$ cat src/rtl/bmc_tx_pkg.sv
package bmc_tx_pkg;

  typedef enum logic [2:0] {
    ST_IDLE,
    ST_PRE,
    ST_DATA,
    ST_TAIL,
    ST_GAP
  } txState_e;

  // strobes from control to the line datapath, one cycle each
  typedef struct packed {
    logic frameGo;     // open the driver, first boundary edge
    logic edgeToggle;  // bit-boundary transition
    logic midEdge;     // mid-bit transition for a 1
    logic tailLow;     // force the line low after the last bit
    logic lineFree;    // release the driver
  } txStrobe_t;

endpackage

$ cat src/rtl/bmc_tx_line.sv
module bmc_tx_line
  import bmc_tx_pkg::*;
(
  input  logic      clk,
  input  logic      rstN,
  input  txStrobe_t strobe,
  output logic      lineOut,
  output logic      driveEn,
  output logic      done
);

  logic lineQ;
  logic driveQ;
  logic doneQ;

  always_ff @(posedge clk or negedge rstN) begin
    if (!rstN) begin
      lineQ  <= 1'b0;
      driveQ <= 1'b0;
      doneQ  <= 1'b0;
    end else begin
      if (strobe.tailLow) lineQ <= 1'b0;
      else if (strobe.edgeToggle || strobe.midEdge) lineQ <= ~lineQ;

      if (strobe.frameGo) driveQ <= 1'b1;
      else if (strobe.lineFree) driveQ <= 1'b0;

      doneQ <= strobe.lineFree;
    end
  end

  assign lineOut = lineQ;
  assign driveEn = driveQ;
  assign done    = doneQ;

endmodule

$ cat src/rtl/bmc_tx_ctrl.sv
module bmc_tx_ctrl
  import bmc_tx_pkg::*;
#(
  parameter int HALF_UI_CYCLES  = 20,
  parameter int PREAMBLE_BITS   = 64,
  parameter int HOLD_LOW_CYCLES = 14,
  parameter int GAP_CYCLES      = 310
) (
  input  logic      clk,
  input  logic      rstN,
  input  logic      startReq,
  input  logic      bitValid,
  input  logic      bitData,
  input  logic      bitLast,
  output logic      bitReady,
  output logic      busy,
  output txStrobe_t strobe
);

  localparam int HW = (HALF_UI_CYCLES > 1) ? $clog2(HALF_UI_CYCLES) : 1;
  localparam int PW = (PREAMBLE_BITS > 1) ? $clog2(PREAMBLE_BITS) : 1;
  localparam int TW = $clog2(GAP_CYCLES + 1);
  localparam logic [HW-1:0] HALF_LAST = HW'(HALF_UI_CYCLES - 1);
  localparam logic [PW-1:0] PRE_LAST  = PW'(PREAMBLE_BITS - 1);
  localparam logic [TW-1:0] HOLD_LAST = TW'(HOLD_LOW_CYCLES - 1);
  localparam logic [TW-1:0] GAP_LAST  = TW'(GAP_CYCLES - 1);

  txState_e       state;
  logic [HW-1:0]  halfCnt;
  logic           phase;     // 0: first half of bit, 1: second half
  logic [PW-1:0]  bitIdx;
  logic           curBit;
  logic           lastFlag;
  logic [TW-1:0]  tailCnt;
  logic           pending;

  logic sending, atHalfEnd, atBitEnd, preDone, nextPre, take, finish, accept;

  always_comb begin
    sending   = (state == ST_PRE) || (state == ST_DATA);
    atHalfEnd = sending && (halfCnt == HALF_LAST);
    atBitEnd  = atHalfEnd && phase;
    preDone   = (state == ST_PRE) && (bitIdx == PRE_LAST);
    bitReady  = atBitEnd && (preDone || ((state == ST_DATA) && !lastFlag));
    take      = bitReady && bitValid;
    nextPre   = atBitEnd && (state == ST_PRE) && !preDone;
    finish    = atBitEnd && !take && !nextPre;
    accept    = (state == ST_IDLE) && (startReq || pending);

    strobe.frameGo    = accept;
    strobe.edgeToggle = accept || nextPre || take;
    strobe.midEdge    = atHalfEnd && !phase && curBit;
    strobe.tailLow    = finish;
    strobe.lineFree   = (state == ST_TAIL) && (tailCnt == HOLD_LAST);
  end

  assign busy = (state != ST_IDLE);

  always_ff @(posedge clk or negedge rstN) begin
    if (!rstN) begin
      state    <= ST_IDLE;
      halfCnt  <= '0;
      phase    <= 1'b0;
      bitIdx   <= '0;
      curBit   <= 1'b0;
      lastFlag <= 1'b0;
      tailCnt  <= '0;
      pending  <= 1'b0;
    end else begin
      if (accept) pending <= 1'b0;
      else if (startReq) pending <= 1'b1;

      case (state)
        ST_IDLE: begin
          if (accept) begin
            state    <= ST_PRE;
            halfCnt  <= '0;
            phase    <= 1'b0;
            bitIdx   <= '0;
            curBit   <= 1'b0;
            lastFlag <= 1'b0;
          end
        end
        ST_PRE, ST_DATA: begin
          if (atHalfEnd) begin
            halfCnt <= '0;
            phase   <= ~phase;
          end else begin
            halfCnt <= halfCnt + 1'b1;
          end
          if (nextPre) begin
            bitIdx <= bitIdx + 1'b1;
            curBit <= ~curBit;
          end
          if (take) begin
            state    <= ST_DATA;
            curBit   <= bitData;
            lastFlag <= bitLast;
          end
          if (finish) begin
            state   <= ST_TAIL;
            tailCnt <= '0;
          end
        end
        ST_TAIL: begin
          tailCnt <= tailCnt + 1'b1;
          if (tailCnt == HOLD_LAST) state <= ST_GAP;
        end
        ST_GAP: begin
          tailCnt <= tailCnt + 1'b1;
          if (tailCnt == GAP_LAST) state <= ST_IDLE;
        end
        default: state <= ST_IDLE;
      endcase
    end
  end

endmodule

$ cat src/rtl/bmc_tx_top.sv
module bmc_tx_top
  import bmc_tx_pkg::*;
#(
  parameter int HALF_UI_CYCLES  = 20,
  parameter int PREAMBLE_BITS   = 64,
  parameter int HOLD_LOW_CYCLES = 14,
  parameter int GAP_CYCLES      = 310
) (
  input  logic clk,
  input  logic rstN,
  input  logic startReq,
  input  logic bitValid,
  input  logic bitData,
  input  logic bitLast,
  output logic bitReady,
  output logic lineOut,
  output logic driveEn,
  output logic busy,
  output logic done
);

  txStrobe_t strobe;

  bmc_tx_ctrl #(
    .HALF_UI_CYCLES (HALF_UI_CYCLES),
    .PREAMBLE_BITS  (PREAMBLE_BITS),
    .HOLD_LOW_CYCLES(HOLD_LOW_CYCLES),
    .GAP_CYCLES     (GAP_CYCLES)
  ) ctrlI (
    .clk     (clk),
    .rstN    (rstN),
    .startReq(startReq),
    .bitValid(bitValid),
    .bitData (bitData),
    .bitLast (bitLast),
    .bitReady(bitReady),
    .busy    (busy),
    .strobe  (strobe)
  );

  bmc_tx_line lineI (
    .clk    (clk),
    .rstN   (rstN),
    .strobe (strobe),
    .lineOut(lineOut),
    .driveEn(driveEn),
    .done   (done)
  );

endmodule

$ cat config.mk
export PLATFORM = sky130hd
export DESIGN_NAME = bmc_tx_top
export DESIGN_NICKNAME = d
export VERILOG_FILES = /design/src/rtl/bmc_tx_pkg.sv /design/src/rtl/bmc_tx_line.sv /design/src/rtl/bmc_tx_ctrl.sv /design/src/rtl/bmc_tx_top.sv
export SDC_FILE = /design/constraint.sdc
export NUM_CORES = 1
export LEC_CHECK = 0
export ABC_CLOCK_PERIOD_IN_PS = 2380
export CORE_UTILIZATION = 54
export DETAILED_ROUTE_END_ITERATION = 6
export DONT_BUFFER_PORTS = 1
export PLACE_DENSITY = 0.81
export SLEW_MARGIN = 10
export SYNTH_ARGS = -nofsm -noshare
export SYNTH_HDL_FRONTEND = slang
export SYNTH_SLANG_ARGS = --single-unit
$ cat constraint.sdc
create_clock -name clk -period 2.38 [get_ports clk]
set_input_delay 0 -clock clk [delete_from_list [all_inputs] [get_ports clk]]
set_output_delay 0 -clock clk [all_outputs]
set_load 0.01 [all_outputs]
# Word-level counts from Yosys, hierarchy flattened
# Cells that the tools add are included.
# W data, S select, Z words.
[word_totals] wordCells=103 out_inout_bits=5 reg_bits=30 input_bits=6
[op_classes] mux=28 eq_ne=17 n_reduce_logical=41 n_bitwise=3 addsub=3
[op_table] operator="$pmux W9 S2" n=1
[op_table] operator="$mux W3" n=5
[op_table] operator="$logic_and A1 B1 Y1" n=14
[op_table] operator="$mux W6" n=2
[op_table] operator="$ne A2 B1 Y1 const B" n=6
[op_table] operator="$pmux W3 S4" n=1
[op_table] operator="$pmux W6 S2" n=1
[op_table] operator="$reduce_and A3 Y1" n=4
[op_table] operator="$mux W1" n=11
[op_table] operator="$mux W5" n=2
[op_table] operator="$pmux W5 S2" n=1
[op_table] operator="$reduce_bool A2 Y1" n=5
[op_table] operator="$add A9 B1 Y9 const B" n=1
[op_table] operator="$eq A9 B4 Y1 const B" n=1
[op_table] operator="$eq A9 B9 Y1 const B" n=1
[op_table] operator="$mux W9" n=1
[op_table] operator="$add A6 B1 Y6 const B" n=1
[op_table] operator="$eq A3 B2 Y1 const B" n=2
[op_table] operator="$eq A6 B6 Y1 const B" n=1
[op_table] operator="$logic_or A1 B1 Y1" n=6
[op_table] operator="$ne A3 B1 Y1 const B" n=2
[op_table] operator="$pmux W1 S2" n=3
[op_table] operator="$add A5 B1 Y5 const B" n=1
[op_table] operator="$eq A5 B5 Y1 const B" n=1
[op_table] operator="10 further kinds" n=18

# Longest topological paths before layout
[depth] ltp_word=11 mapped_depth=7 depth_no_buf=6

# Hierarchy
# From an unflattened synthesis, not the netlist that was laid out.
[unflattened] cells_unflattened=180 area_unflattened_um2=1661.6
[modules_own_cells] module="bmc_tx_ctrl" area_per_inst_um2=1552.7 cells_per_inst=172 instances=1 seq_area_each_um2=675.6
[modules_own_cells] module="bmc_tx_line" area_per_inst_um2=108.9 cells_per_inst=8 instances=1 seq_area_each_um2=75.1

# Least setup slack after synthesis
# Ideal clock, no wire load.
[synth_timing] path_type="register to register" start="register ctrlI.halfCnt[0]" end="register ctrlI.bitIdx[5]" required_ns=2.303 arrival_time_ns=1.838 setup_time_ns=0.077 n_path_buf=0 period_less_slack_ns=1.915 stages_incl_launch_ff=7 path_slack_ns=0.465 cell_sequence="dfrtp_1 ha_1 and4bb_2 nand2_2 o41a_1 or4_1 a21oi_1"
[synth_via] elab_chain_len=7
[synth_rtl] element="from (decl)" line_no="bmc_tx_ctrl.sv:29" source="logic [HW-1:0] halfCnt;"
[synth_rtl] element="from (signal assigned)" line_no="bmc_tx_ctrl.sv:89" source="halfCnt <= halfCnt + 1'b1;"
[synth_rtl] element="$eq A5 B5 Y1" line_no="bmc_tx_ctrl.sv:41" source="atHalfEnd = sending && (halfCnt == HALF_LAST);"
[synth_rtl] element="$logic_and A1 B1 Y1" line_no="bmc_tx_ctrl.sv:41"
[synth_rtl] element="$logic_and A1 B1 Y1" line_no="bmc_tx_ctrl.sv:42" source="atBitEnd = atHalfEnd && phase;"
[synth_rtl] element="$logic_and A1 B1 Y1 (2 in series)" line_no="bmc_tx_ctrl.sv:46" source="nextPre = atBitEnd && (state == ST_PRE) && !preDone;"
[synth_rtl] element="$ne A2 B1 Y1 (no line)"
[synth_rtl] element="$reduce_and A3 Y1 (no line)"
[synth_rtl] element="to (signal assigned)" line_no="bmc_tx_ctrl.sv:92" source="bitIdx <= bitIdx + 1'b1;"
[synth_rtl] element="to (decl)" line_no="bmc_tx_ctrl.sv:31" source="logic [PW-1:0] bitIdx;"
# No other way between the ends.
# A chain may end at the register's enable or synchronous reset.

# Final worst setup path
[layout_timing] start="register ctrlI.halfCnt[0]" end="register ctrlI.lastFlag"
[layout_via] elab_chain_len=7
[layout_rtl] element="$eq A5 B5 Y1" line_no="bmc_tx_ctrl.sv:41"
[layout_rtl] element="$logic_and A1 B1 Y1" line_no="bmc_tx_ctrl.sv:41"
[layout_rtl] element="$logic_and A1 B1 Y1" line_no="bmc_tx_ctrl.sv:42"
[layout_rtl] element="$logic_and A1 B1 Y1" line_no="bmc_tx_ctrl.sv:44" source="bitReady = atBitEnd && (preDone || ((state == ST_DATA) && !lastFlag));"
[layout_rtl] element="$logic_and A1 B1 Y1" line_no="bmc_tx_ctrl.sv:45" source="take = bitReady && bitValid;"
[layout_rtl] element="$ne A2 B1 Y1 (no line)"
[layout_rtl] element="$reduce_and A3 Y1 (no line)"
[layout_rtl] element="to (signal assigned)" line_no="bmc_tx_ctrl.sv:98" source="lastFlag <= bitLast;"
[layout_rtl] element="to (decl)" line_no="bmc_tx_ctrl.sv:33" source="logic lastFlag;"
# No other way between the ends.

==> run_results.csv <==
group,metric,value,unit
outcome,status,"complete, but fails checks",
outcome,violations,"DRC",
power,power.switching,0.0003649,W
detailed_routing,drc_errors,2,
logic_synthesis,synth_common_cells,"dfrtp_1 (30), nor2_1 (17), nand2_1 (14)",
place,pre_cts_ws,0.1340,ns
logic_synthesis,synth-seq-area-share,0.4591,
power,powerDensity,658.9,mW/mm2
clock_network,root_buffer,"clkbuf_4",
flow_run,cap_violations,0,
timing,period_share,0.9639,
timing,min_period,2.294,ns
detailed_routing,ant_nets,0,
final_layout,antennaDiodeCount,0,
logic_synthesis,synth_seq_cells,30,
clock_network,htreeDepth,2,
detailed_routing,vias,1390,
power,combPwrFrac,0.195,
clock_network,insertion_delay,0.33,ns
final_layout,fin_nets,199,
timing,finalSetupViolCount,0,
logic_synthesis,ys_warn_count,0,
setup_path,critPathMaxFanout,5,
power,vdd_drop_max,365.0,uV
logic_synthesis,synthesis.area,0.001635,mm2
logic_synthesis,async_flop_share,1.000,
logic_synthesis,yosys.area.top_type,"dfrtp_1",
logic_synthesis,synth-main-ff-cell,"dfrtp_1",
die,die_y,57.03,um
place,postPlaceCellArea,0.001672,mm2
global_routing,grt_first_pass_wirelength,5616,um
detailed_routing,wl_per_cell,15.40,um
setup_path,path_class,"reg -> reg",
power,p_seq_frac,0.546,
detailed_routing,drt-total-wl,3403,um
global_routing,grt_usage,0.2228,
detailed_routing,viasPerCell,6.290,
timing,slew-limit-headroom,0.6959,
global_routing,gr-total-overflow,0,
logic_synthesis,yosysMostFrequentCell,"dfrtp_1",
clock_network,clkTransAtPathRegs,0.10,ns
clock_network,cts_buffers,5,
detailed_routing,dr.pass1.iters,6,
die,dieArea,0.003252,mm2
place,dp_hpwl,2214,um
clock_network,clock_sinks,30,
final_layout,multi_input_area,860.8,um2
logic_synthesis,synth_edf_count,0,
final_layout,syn_to_final_growth,13.70,%
global_routing,grt_start_max_net_pins,31,
timing,whs,0.06722,ns
setup_path,cp-start-kind,"flop",
logic_synthesis,syn_nets,184,
global_routing,antenna_found_initial,0,
power,switching_share,0.2978,
global_routing,grt_pass1_vias,1365,
final_layout,layout-drive-gt1-share,0.1421,
clock_network,cts_buffer_depth,2,
setup_path,critPathRequiredTime,2.60,ns
final_layout,fill_cells,233,
die,rows,19,
setup_path,end_kind,"flop",
place,port_buffers,0,
timing,worstMarginPinSlew,0.4520,ns
timing,slew_viol_final,0,
logic_synthesis,synthCells,174,
timing,setup_slack,0.08596,ns
logic_synthesis,syn_avg_cell_area,9.398,um2
die,initial_core_util,0.5830,
timing,fmax,435.9,MHz
min_path,min_path_type,"in -> reg",
place,place_congestion,0.8410,
logic_synthesis,yosys-top-cells-area,"dfrtp_1 (46%), nor2_1 (3.9%), o21ai_0 (3.7%)",
power,clock_power_share,0.259,
power,intPower,0.0008603,W
final_layout,regArea,752.0,um2
logic_synthesis,synth_cell_types,44,
power,p_total,0.001225,W
power,p_leak,0.7576,nW
die,coreArea,0.002805,mm2
detailed_routing,drt_iter0_drc,97,
logic_synthesis,synth_top_area_frac,0.4591,
final_layout,final_area,0.001859,mm2
die,pin_count,11,
clock_network,cts_tree,"built",
timing,finalHoldViolations,0,
die,die_w,57.03,um
timing,skew,0.01087,ns
setup_path,cp_data_arrival_time,2.52,ns
-- worst paths after layout --
path	cells past startpoint	start	slack (ns)	to
max in group asynchronous	2	rstN	2.09	ctrlI.state[0]
worst min-delay path	3	bitValid	0.07	ctrlI.state[0]
worst max register to register	6	ctrlI.halfCnt[0]	0.09	ctrlI.lastFlag
worst min register to register	1	ctrlI.halfCnt[1]	0.55	ctrlI.halfCnt[1]
min in group asynchronous	2	rstN	0.11	ctrlI.bitIdx[5]
worst max-delay path	6	ctrlI.halfCnt[0]	0.09	ctrlI.lastFlag
-- area by class of cell --
cell class / count / share of cell area
Timing Repair Buffer: 12 / 0.06326
Multi-Input combinational cell: 132 / 0.4630
Sequential cell: 30 / 0.4044
Clock inverter: 1 / 0.002692
Inverter: 8 / 0.01615
Tap cell: 31 / 0.02086
Clock buffer: 7 / 0.02961
-- sequential cells by signal, indices dropped and copies added, names as in the netlist --
| name | flops |
|---|---|
| ctrlI.bitIdx | 6 |
| ctrlI.curBit | 1 |
| ctrlI.halfCnt | 5 |
| ctrlI.lastFlag | 1 |
| ctrlI.pending | 1 |
| ctrlI.phase | 1 |
| ctrlI.state | 3 |
| ctrlI.tailCnt | 9 |
| lineI.done | 1 |
| lineI.driveEn | 1 |
| lineI.lineOut | 1 |
-- routing by layer --
metal	routed length [um]	track usage	vias to the layer above
met5	0	0	-
met4	47	0.08014	0
met3	173	0.06349	5
met2	1778	0.3882	39
met1	1404	0.2626	678
li1	-	-	668
-- power by group through the flow --
stage                     combinational, W  sequential [W]  clock, W
after floorplan                   0.000180        0.000656         0
after global placement            0.000197        0.000670         0
after detailed placement          0.000210        0.000678         0
after CTS                         0.000233        0.000667  0.000329
after global routing              0.000268        0.000679  0.000351
final                             0.000239        0.000669  0.000317
-- critical path, cell delays in order (launching register included) --
cell           delay (ns)
dfrtp_1              0.41
ha_1                 0.26
and4bb_2             0.28
and3b_1              0.23
nand3_2              0.13
mux2_2               0.33
dlygate4sd3_1        0.55
-- kinds of logic after synthesis --
| logic type | Yosys count | synth area share |
|---|---|---|
| AO/OA/AOI/OAI | 44 | 0.1775 |
| XOR/XNOR | 7 | 0.03749 |
| adder cells (fa/ha/maj) | 4 | 0.03061 |
| buffers and inverters | 12 | 0.02908 |
| flip-flops | 30 | 0.4591 |
| multiplexers | 5 | 0.03443 |
| AND/OR/NAND/NOR | 72 | 0.2318 |
-- cell usage in the layout (no fill, tap or decap), types with 2 or more instances in the layout --
master / synthesis / routed
and3_1: 3 / 3
a21oi_1: 11 / 11
a22o_1: 3 / 3
xor2_1: 5 / 5
nor3_1: 4 / 3
and2_1: 2 / 2
clkbuf_4: 0 / 5
dfrtp_1: 30 / 29
inv_1: 8 / 8
a311oi_1: 2 / 2
or3_1: 3 / 3
buf_4: 0 / 5
nor2_1: 17 / 17
or3b_2: 2 / 2
a21o_1: 3 / 3
nand4_1: 2 / 2
ha_1: 4 / 4
xnor2_1: 2 / 2
mux2_2: 5 / 5
nand3b_1: 2 / 2
nand2_1: 14 / 14
o21ai_0: 12 / 12
o31ai_1: 3 / 2
dlygate4sd3_1: 0 / 6
nand3_1: 9 / 8
nor4_1: 4 / 4
nand2b_1: 2 / 2
-- per-stage QoR --
stage	utilization	std cells	TNS, ns
after global placement	0.5959	203	0
after CTS	0.6459	218	0
after floorplan	-	174	0
after global routing	0.6628	221	-0.008833
after detailed placement	0.5959	203	0
final	0.6628	221	0
-- repair_timing --
item | 4_1_cts | 5_1_grt
hold endpoints to repair | 38 | 0
resized for setup | 0 | 5
setup endpoints to repair | 0 | 2
buffers inserted | 0 | 3
hold buffers | 7 | 0
(Power assumes the default switching activity.)
